==> src/rtl/fe_pkg.sv <==
package fe_pkg;
  localparam logic [7:0] OP_WR_ENABLE = 8'h06;
  localparam logic [7:0] OP_STAT_READ = 8'h05;
  localparam logic [7:0] OP_ERASE_4K  = 8'h20;
  localparam logic [7:0] OP_ERASE_32K = 8'h52;
  localparam logic [7:0] OP_ERASE_64K = 8'hD8;

  localparam int BIT_BUSY = 0;
  localparam int BIT_WEL  = 1;
  localparam int BIT_EERR = 5;

  // Frame summary the datapath hands to the control
  typedef struct packed {
    logic       frameDone;
    logic       opDone;
    logic       addrDone;
    logic [7:0] opcode;
    logic       spanProt;
  } frameInfo_t;

  // Strobes and status from control to datapath
  typedef struct packed {
    logic [7:0] statusByte;
  } ctrlToDp_t;

  function automatic logic isEraseOp(input logic [7:0] op);
    return (op == OP_ERASE_4K) || (op == OP_ERASE_32K) || (op == OP_ERASE_64K);
  endfunction
endpackage

==> src/rtl/fe_datapath.sv <==
module fe_datapath
  import fe_pkg::*;
#(
  parameter int ADDR_BITS = 19,
  parameter int SECT_LOG2 = 14,
  localparam int NSECT = 1 << (ADDR_BITS - SECT_LOG2)
) (
  input  logic             clk,
  input  logic             rstN,
  input  logic             spiCsN,
  input  logic             spiClk,
  input  logic             spiMosi,
  input  logic [NSECT-1:0] sectorProt,
  input  ctrlToDp_t        fromCtrl,
  output frameInfo_t       info,
  output logic             spiMiso
);
  localparam int CNT_W      = 6;
  localparam int OP_BITS    = 8;
  localparam int FRAME_BITS = 32;
  localparam logic [CNT_W-1:0] OP_END    = CNT_W'(OP_BITS);
  localparam logic [CNT_W-1:0] FRAME_END = CNT_W'(FRAME_BITS);

  logic sckQ, sckQQ, csNQ, csNQQ, mosiQ;
  logic [CNT_W-1:0] bitCnt;
  logic [7:0]  opReg;
  logic [23:0] addrReg;
  logic [7:0]  misoSh;
  logic [2:0]  misoCnt;
  logic        misoOut;

  logic sckRise, sckFall, frameEnd, opDone, addrDone;
  assign sckRise  = sckQ & ~sckQQ & ~csNQ;
  assign sckFall  = ~sckQ & sckQQ & ~csNQ;
  assign frameEnd = csNQ & ~csNQQ;
  assign opDone   = bitCnt >= OP_END;
  assign addrDone = bitCnt == FRAME_END;

  always_ff @(posedge clk) begin
    if (!rstN) begin
      sckQ <= 1'b0; sckQQ <= 1'b0;
      csNQ <= 1'b1; csNQQ <= 1'b1;
      mosiQ <= 1'b0;
      bitCnt <= '0; opReg <= '0; addrReg <= '0;
      misoSh <= '0; misoCnt <= '0; misoOut <= 1'b0;
    end else begin
      sckQ  <= spiClk; sckQQ <= sckQ;
      csNQ  <= spiCsN; csNQQ <= csNQ;
      mosiQ <= spiMosi;
      if (csNQ) begin
        bitCnt  <= '0;
        misoCnt <= '0;
      end else begin
        if (sckRise) begin
          if (bitCnt < OP_END) opReg <= {opReg[6:0], mosiQ};
          else if (bitCnt < FRAME_END) addrReg <= {addrReg[22:0], mosiQ};
          if (bitCnt != FRAME_END) bitCnt <= bitCnt + 1'b1;
        end
        if (sckFall && opDone && opReg == OP_STAT_READ) begin
          if (misoCnt == 3'd0) begin
            misoOut <= fromCtrl.statusByte[7];
            misoSh  <= {fromCtrl.statusByte[6:0], 1'b0};
          end else begin
            misoOut <= misoSh[7];
            misoSh  <= {misoSh[6:0], 1'b0};
          end
          misoCnt <= misoCnt + 1'b1;
        end
      end
    end
  end

  // Span of the addressed erase, in array coordinates
  logic [ADDR_BITS-1:0] arrAddr, spanMask, firstSect, lastSect;
  assign arrAddr = addrReg[ADDR_BITS-1:0];
  always_comb begin
    unique case (opReg)
      OP_ERASE_4K:  spanMask = ADDR_BITS'(12'hFFF);
      OP_ERASE_32K: spanMask = ADDR_BITS'(15'h7FFF);
      OP_ERASE_64K: spanMask = ADDR_BITS'(16'hFFFF);
      default:      spanMask = '0;
    endcase
  end
  assign firstSect = (arrAddr & ~spanMask) >> SECT_LOG2;
  assign lastSect  = (arrAddr | spanMask) >> SECT_LOG2;

  logic [NSECT-1:0] inSpan;
  for (genvar g = 0; g < NSECT; g++) begin : g_sect
    assign inSpan[g] = (ADDR_BITS'(g) >= firstSect) && (ADDR_BITS'(g) <= lastSect);
  end

  assign info.frameDone = frameEnd;
  assign info.opDone    = opDone;
  assign info.addrDone  = addrDone;
  assign info.opcode    = opReg;
  assign info.spanProt  = |(inSpan & sectorProt);
  assign spiMiso        = misoOut;
endmodule

==> src/rtl/fe_control.sv <==
module fe_control
  import fe_pkg::*;
#(
  parameter int ERASE_CYCLES = 200,
  localparam int TMR_W = $clog2(ERASE_CYCLES + 1)
) (
  input  logic       clk,
  input  logic       rstN,
  input  frameInfo_t info,
  input  logic       eraseFail,
  output ctrlToDp_t  toDp
);
  logic busy, wel, eErr;
  logic [TMR_W-1:0] timer;

  always_ff @(posedge clk) begin
    if (!rstN) begin
      busy <= 1'b0; wel <= 1'b0; eErr <= 1'b0; timer <= '0;
    end else if (busy) begin
      if (timer == '0) begin
        busy <= 1'b0;
        eErr <= eraseFail;
      end else begin
        timer <= timer - 1'b1;
      end
    end else if (info.frameDone && info.opDone) begin
      if (info.opcode == OP_WR_ENABLE) begin
        wel <= 1'b1;
      end else if (isEraseOp(info.opcode) && wel) begin
        wel <= 1'b0;
        if (info.addrDone && !info.spanProt) begin
          busy  <= 1'b1;
          timer <= TMR_W'(ERASE_CYCLES - 1);
        end
      end
    end
  end

  always_comb begin
    toDp.statusByte = '0;
    toDp.statusByte[BIT_BUSY] = busy;
    toDp.statusByte[BIT_WEL]  = wel;
    toDp.statusByte[BIT_EERR] = eErr;
  end
endmodule

==> src/rtl/flash_erase_ctrl.sv <==
module flash_erase_ctrl
  import fe_pkg::*;
#(
  parameter int ADDR_BITS    = 19,
  parameter int SECT_LOG2    = 14,
  parameter int ERASE_CYCLES = 200,
  localparam int NSECT = 1 << (ADDR_BITS - SECT_LOG2)
) (
  input  logic             clk,
  input  logic             rstN,
  input  logic             spiCsN,
  input  logic             spiClk,
  input  logic             spiMosi,
  input  logic [NSECT-1:0] sectorProt,
  input  logic             eraseFail,
  output logic             spiMiso,
  output logic             spiMisoOe
);
  frameInfo_t info;
  ctrlToDp_t  ctrlBus;

  fe_datapath #(.ADDR_BITS(ADDR_BITS), .SECT_LOG2(SECT_LOG2)) u_dp (
    .clk(clk), .rstN(rstN), .spiCsN(spiCsN), .spiClk(spiClk), .spiMosi(spiMosi),
    .sectorProt(sectorProt), .fromCtrl(ctrlBus), .info(info), .spiMiso(spiMiso)
  );

  fe_control #(.ERASE_CYCLES(ERASE_CYCLES)) u_ctrl (
    .clk(clk), .rstN(rstN), .info(info), .eraseFail(eraseFail), .toDp(ctrlBus)
  );

  assign spiMisoOe = ~spiCsN;
endmodule

==> config.mk <==
export PLATFORM = sky130hd
export DESIGN_NAME = flash_erase_ctrl
export DESIGN_NICKNAME = d
export VERILOG_FILES = /design/src/rtl/fe_pkg.sv /design/src/rtl/fe_datapath.sv /design/src/rtl/fe_control.sv /design/src/rtl/flash_erase_ctrl.sv
export SDC_FILE = /design/constraint.sdc
export NUM_CORES = 1
export LEC_CHECK = 0
export BUFFER_PORTS_ARGS = -buffer_cell sky130_fd_sc_hd__buf_2
export CORE_UTILIZATION = 62
export CTS_BUF_LIST = sky130_fd_sc_hd__clkbuf_4
export CTS_CLUSTER_DIAMETER = 200
export DETAILED_ROUTE_END_ITERATION = 12
export GPL_TIMING_DRIVEN = 0
export MAX_ROUTING_LAYER = met4
export PLACE_DENSITY = 0.85
export SYNTH_ARGS = -nofsm -noshare
export SYNTH_HDL_FRONTEND = slang
export SYNTH_SLANG_ARGS = --single-unit
==> constraint.sdc <==
create_clock -name clk -period 3.5 [get_ports clk]
set_input_delay 0.175 -clock clk [delete_from_list [all_inputs] [get_ports clk]]
set_output_delay 0.175 -clock clk [all_outputs]
set_load 0.02 [all_outputs]
==> metrics list <==
* Total congestion overflow: 0
- Counting flops and latches in the post-synthesis netlist gives 60.
- Clock-pin slew was measured on the worst setup and hold paths at 0.11 ns.
* Register cell area after layout: 1200 µm²
- Each instance of the synthesized netlist takes up on average 8.56 µm².
- Startpoint of the worst hold path: eraseFail
- Leaving out filler cells and counting taps, the final layout contains 492.
* Cell with the largest stage delay on the worst path: sky130_fd_sc_hd__nor4_4
- Across the VDD grid, the largest voltage drop is 0.000275 V.
- Element type at the critical path end: register
- In the synthesized netlist the async set-or-reset flop fraction comes to 0%.
- From left edge to right edge, the die measures 73.2 µm.
- Setup repair after global routing missed its margin: no
- Combined area of all synthesized cells: 3140 µm²
- Status: complete, no violations
- CTS tree: built
- In the final layout, the share of cells above drive strength 1 is 17.9%.
* Total number of placement rows: 25
- The area growth from synthesis to layout is 13.6%.
* Source of the critical timing path: u_dp.addrReg[18]
- Worst R2R End: u_ctrl.timer[0]
- Startpoint type of the worst setup path: register
- Buffers from clock root to sink, at most: 2
- Cell types with the highest counts after synthesis: sky130_fd_sc_hd__nand2_1, sky130_fd_sc_hd__dfxtp_1, sky130_fd_sc_hd__a21boi_0
* Cells along the critical path: buf_2 -> mux2i_1 -> o32ai_1 -> a21oi_1 -> nand4_1 -> a32o_1 -> nor4_4 -> o311a_1
* Wire length of the first global-routing pass: 11,500 µm
* Net count after synthesis: 410
* Sequential-to-total area share from yosys stat: 38.2%
- After detailed placement, the design holds a cell count of 473.
* Source-to-sink clock delay at the later pin of the worst-skew pair: 0.41 ns
- Area of the core: 4790 µm²
* Kind of critical path: register to register
- Post-Route Skew: 0.0120 ns
* Power density over cell area: 329 nW/µm²
* Yosys warning total: 0
* Clock tree root buffer cell: sky130_fd_sc_hd__clkbuf_4
- Number of instances in the synthesized netlist: 367
* Largest area contributor in the synthesized netlist: sky130_fd_sc_hd__dfxtp_1
- Number of buffers inserted to repair setup after CTS: 0
* Count of different cell masters after synthesis: 58
- Peak fanout along the critical path: 10
- Broken down by cell family, the worst path's largest delay share belongs to compound AO/OA/AOI/OAI gates.
- Port buffering added 39 buffers.
- The worst hold path terminates at u_ctrl.eErr.
- The number of buffers and inverters on the critical path is 1.
- The worst hold path passes through 3 cells.
- Number of antenna violations at the first check in global routing: 0
* Remaining number of nets flagged by the antenna check after routing: 0
- For the pin with the worst max-slew slack, the measured transition is 0.698 ns.
* Post-synth EDFFs: 0
- After detailed routing, the total wire length is 6770 µm.
* Maximum operating frequency: 415 MHz
- The number of antenna diodes in the final layout is 0.
- In the final layout, the multi-input gates occupy 1790 µm².
- By area the synthesized netlist is led by sky130_fd_sc_hd__dfxtp_1, sky130_fd_sc_hd__nand2_1, sky130_fd_sc_hd__a21boi_0, sky130_fd_sc_hd__mux2i_1, sky130_fd_sc_hd__nor2_1.
- H-tree depth: 3
- For the worst setup path, the data arrival time is 2.78 ns.
- For the final routed database, the setup TNS stands at 0 ns.
* Drt pass-1 iters: 4
- Once the floorplan was initialized, standard cells occupied 65.7% of the core.
- After clock tree synthesis, the repair step resized 0 gates.
* Min cycle time layout: 2.41 ns
- The net count of the finished layout is 463.
- Top-level I/O count: 40
- Entering global routing, the biggest net connects 13 pins.
- Max-cap check violation count: 0
- Vias in the first global route: 2,620
* Number of clock sinks: 60
* TritonCTS Buffers: 9
- The layout has 405 filler cells.
- For this design the static power due to leakage is 1.34 nW.
- Worst reg-to-reg path cell count: 8
- Most frequent cell after synthesis: sky130_fd_sc_hd__nand2_1
* Per-cell routed wire length: 13.8 µm
* Worst stage delay on the critical path: 0.53 ns
- Die footprint: 5360 µm²
* Global router's overall resource usage: 29.3%
* Final number of hold-violating endpoints: 0
- Path type of the worst min-delay path: input port to register
* Via count: 2,778
* Worst relative slew slack: 53.2%
* DRC: 0
- Final worst path period share: 68.9%
* Vias per inst: 5.65
* Die outline height: 73.2 µm
* Most common flop cell mapped by yosys: sky130_fd_sc_hd__dfxtp_1
- Req. time, crit path: 3.86 ns
* Launch point of the worst reg-to-reg path: u_dp.addrReg[18]
- The congestion estimate from routability-driven global placement came to 0.925.
* Max-slew violations: 0
- The share of synthesized area in the top cell type comes to 38.2%.
* Final Setup Violations: 0
* Initial DRC Count: 109
- Register-to-Register Setup Slack: 1.09 ns
* Post-DP HPWL: 5050 µm
==> logic make-up (layout without fill, tap and decap cells) <==
| logic type | Yosys count | count (layout) | share of synthesized area, % |
|---|---|---|---|
| AND/OR/NAND/NOR | 167 | 167 | 28.4 |
| AO/OA/AOI/OAI | 72 | 72 | 17.3 |
| flip-flops | 60 | 60 | 38.2 |
| buffers and inverters | 32 | 90 | 4.78 |
| multiplexers | 18 | 18 | 5.73 |
| XOR/XNOR | 13 | 13 | 3.62 |
| adder cells (fa/ha/maj) | 5 | 5 | 1.99 |
==> per-layer routing <==
| metal | part of all wire [%] | track usage [%] |
|---|---|---|
| met3 | 6.1 | 8.43 |
| met1 | 44 | 33.6 |
| met4 | 1.2 | 11.3 |
| met5 | 0 | - |
| met2 | 48 | 48.1 |
==> area by class of cell <==
| cell class | instances | area share, % |
|---|---|---|
| buffer | 21 | 3.05 |
| clock buffer | 9 | 1.89 |
| clock inverter | 7 | 1.44 |
| inverter | 11 | 1.16 |
| multi-input combinational | 275 | 50.2 |
| sequential | 60 | 33.6 |
| tap | 67 | 2.35 |
| timing repair buffer | 42 | 6.31 |
==> worst register-to-register path, stage by stage (launching register included) <==
cell and delay, ns:
sky130_fd_sc_hd__dfxtp_1 0.41, sky130_fd_sc_hd__buf_2 0.27, sky130_fd_sc_hd__mux2i_1 0.22, sky130_fd_sc_hd__o32ai_1 0.11, sky130_fd_sc_hd__a21oi_1 0.19, sky130_fd_sc_hd__nand4_1 0.13
sky130_fd_sc_hd__a32o_1 0.25, sky130_fd_sc_hd__nor4_4 0.53, sky130_fd_sc_hd__o311a_1 0.25
==> sequential cells by signal (all words and copies together) (netlist names), 3 cells and up <==
signal and flops:
u_ctrl.timer 8, u_dp.addrReg 19, u_dp.bitCnt 6, u_dp.misoCnt 3
u_dp.misoSh 7, u_dp.opReg 8
==> power breakdown <==
part           switching (mW)  internal (mW)
registers             0.00222          0.685
clock network           0.277          0.149
logic                  0.0274         0.0328
==> worst max path at each step <==
stage / slack (ns) / to / cells after the start
6_report: 1.09 / u_ctrl.timer[0] / 8
5_1_grt: 0.93 / u_ctrl.timer[0] / 9
4_1_cts: 1.07 / u_ctrl.timer[0] / 9
3_5_place_dp: 1.06 / u_ctrl.timer[0] / 9
3_3_place_gp: 1.13 / u_ctrl.timer[0] / 9
2_1_floorplan: 1.47 / u_ctrl.timer[0] / 8
==> through the flow <==
| step | hold WS [ns] | cell area [µm²] | power (mW) | utilization [%] | setup slack (ns) |
|---|---|---|---|---|---|
| global route | 0.0311 | 3570 | 1.22 | 74.6 | 0.927 |
| floorplan | 0.302 | 3140 | 0.729 | - | 1.47 |
| finish | 0.0538 | 3570 | 1.17 | 74.6 | 1.09 |
| detailed placement | 0.366 | 3420 | 0.760 | 71.5 | 1.06 |
| CTS | 0.0329 | 3570 | 1.19 | 74.6 | 1.07 |
| global placement | 0.354 | 3420 | 0.760 | 71.5 | 1.13 |
==> cells in the final DEF (no fill, tap or decap), types with 4 or more instances in the layout <==
master and n:
sky130_fd_sc_hd__a21boi_0 27, sky130_fd_sc_hd__a21oi_1 10, sky130_fd_sc_hd__a31oi_1 4, sky130_fd_sc_hd__buf_2 45, sky130_fd_sc_hd__clkbuf_1 12, sky130_fd_sc_hd__clkbuf_4 9, sky130_fd_sc_hd__dfxtp_1 60, sky130_fd_sc_hd__ha_1 5
sky130_fd_sc_hd__inv_1 11, sky130_fd_sc_hd__mux2i_1 18, sky130_fd_sc_hd__nand2_1 68, sky130_fd_sc_hd__nand2b_1 6, sky130_fd_sc_hd__nand3_1 12, sky130_fd_sc_hd__nand4_1 5, sky130_fd_sc_hd__nor2_1 20, sky130_fd_sc_hd__nor2b_1 11
sky130_fd_sc_hd__nor3_1 9, sky130_fd_sc_hd__nor3b_1 7, sky130_fd_sc_hd__o21a_1 6, sky130_fd_sc_hd__xnor2_1 6, sky130_fd_sc_hd__xor2_1 7
==> timing repair <==
item,in CTS,in global routing
endpoints found under the setup margin,0,0
hold buffers,3,0
endpoints found under the hold margin,3,0
(Power assumes the default switching activity.)
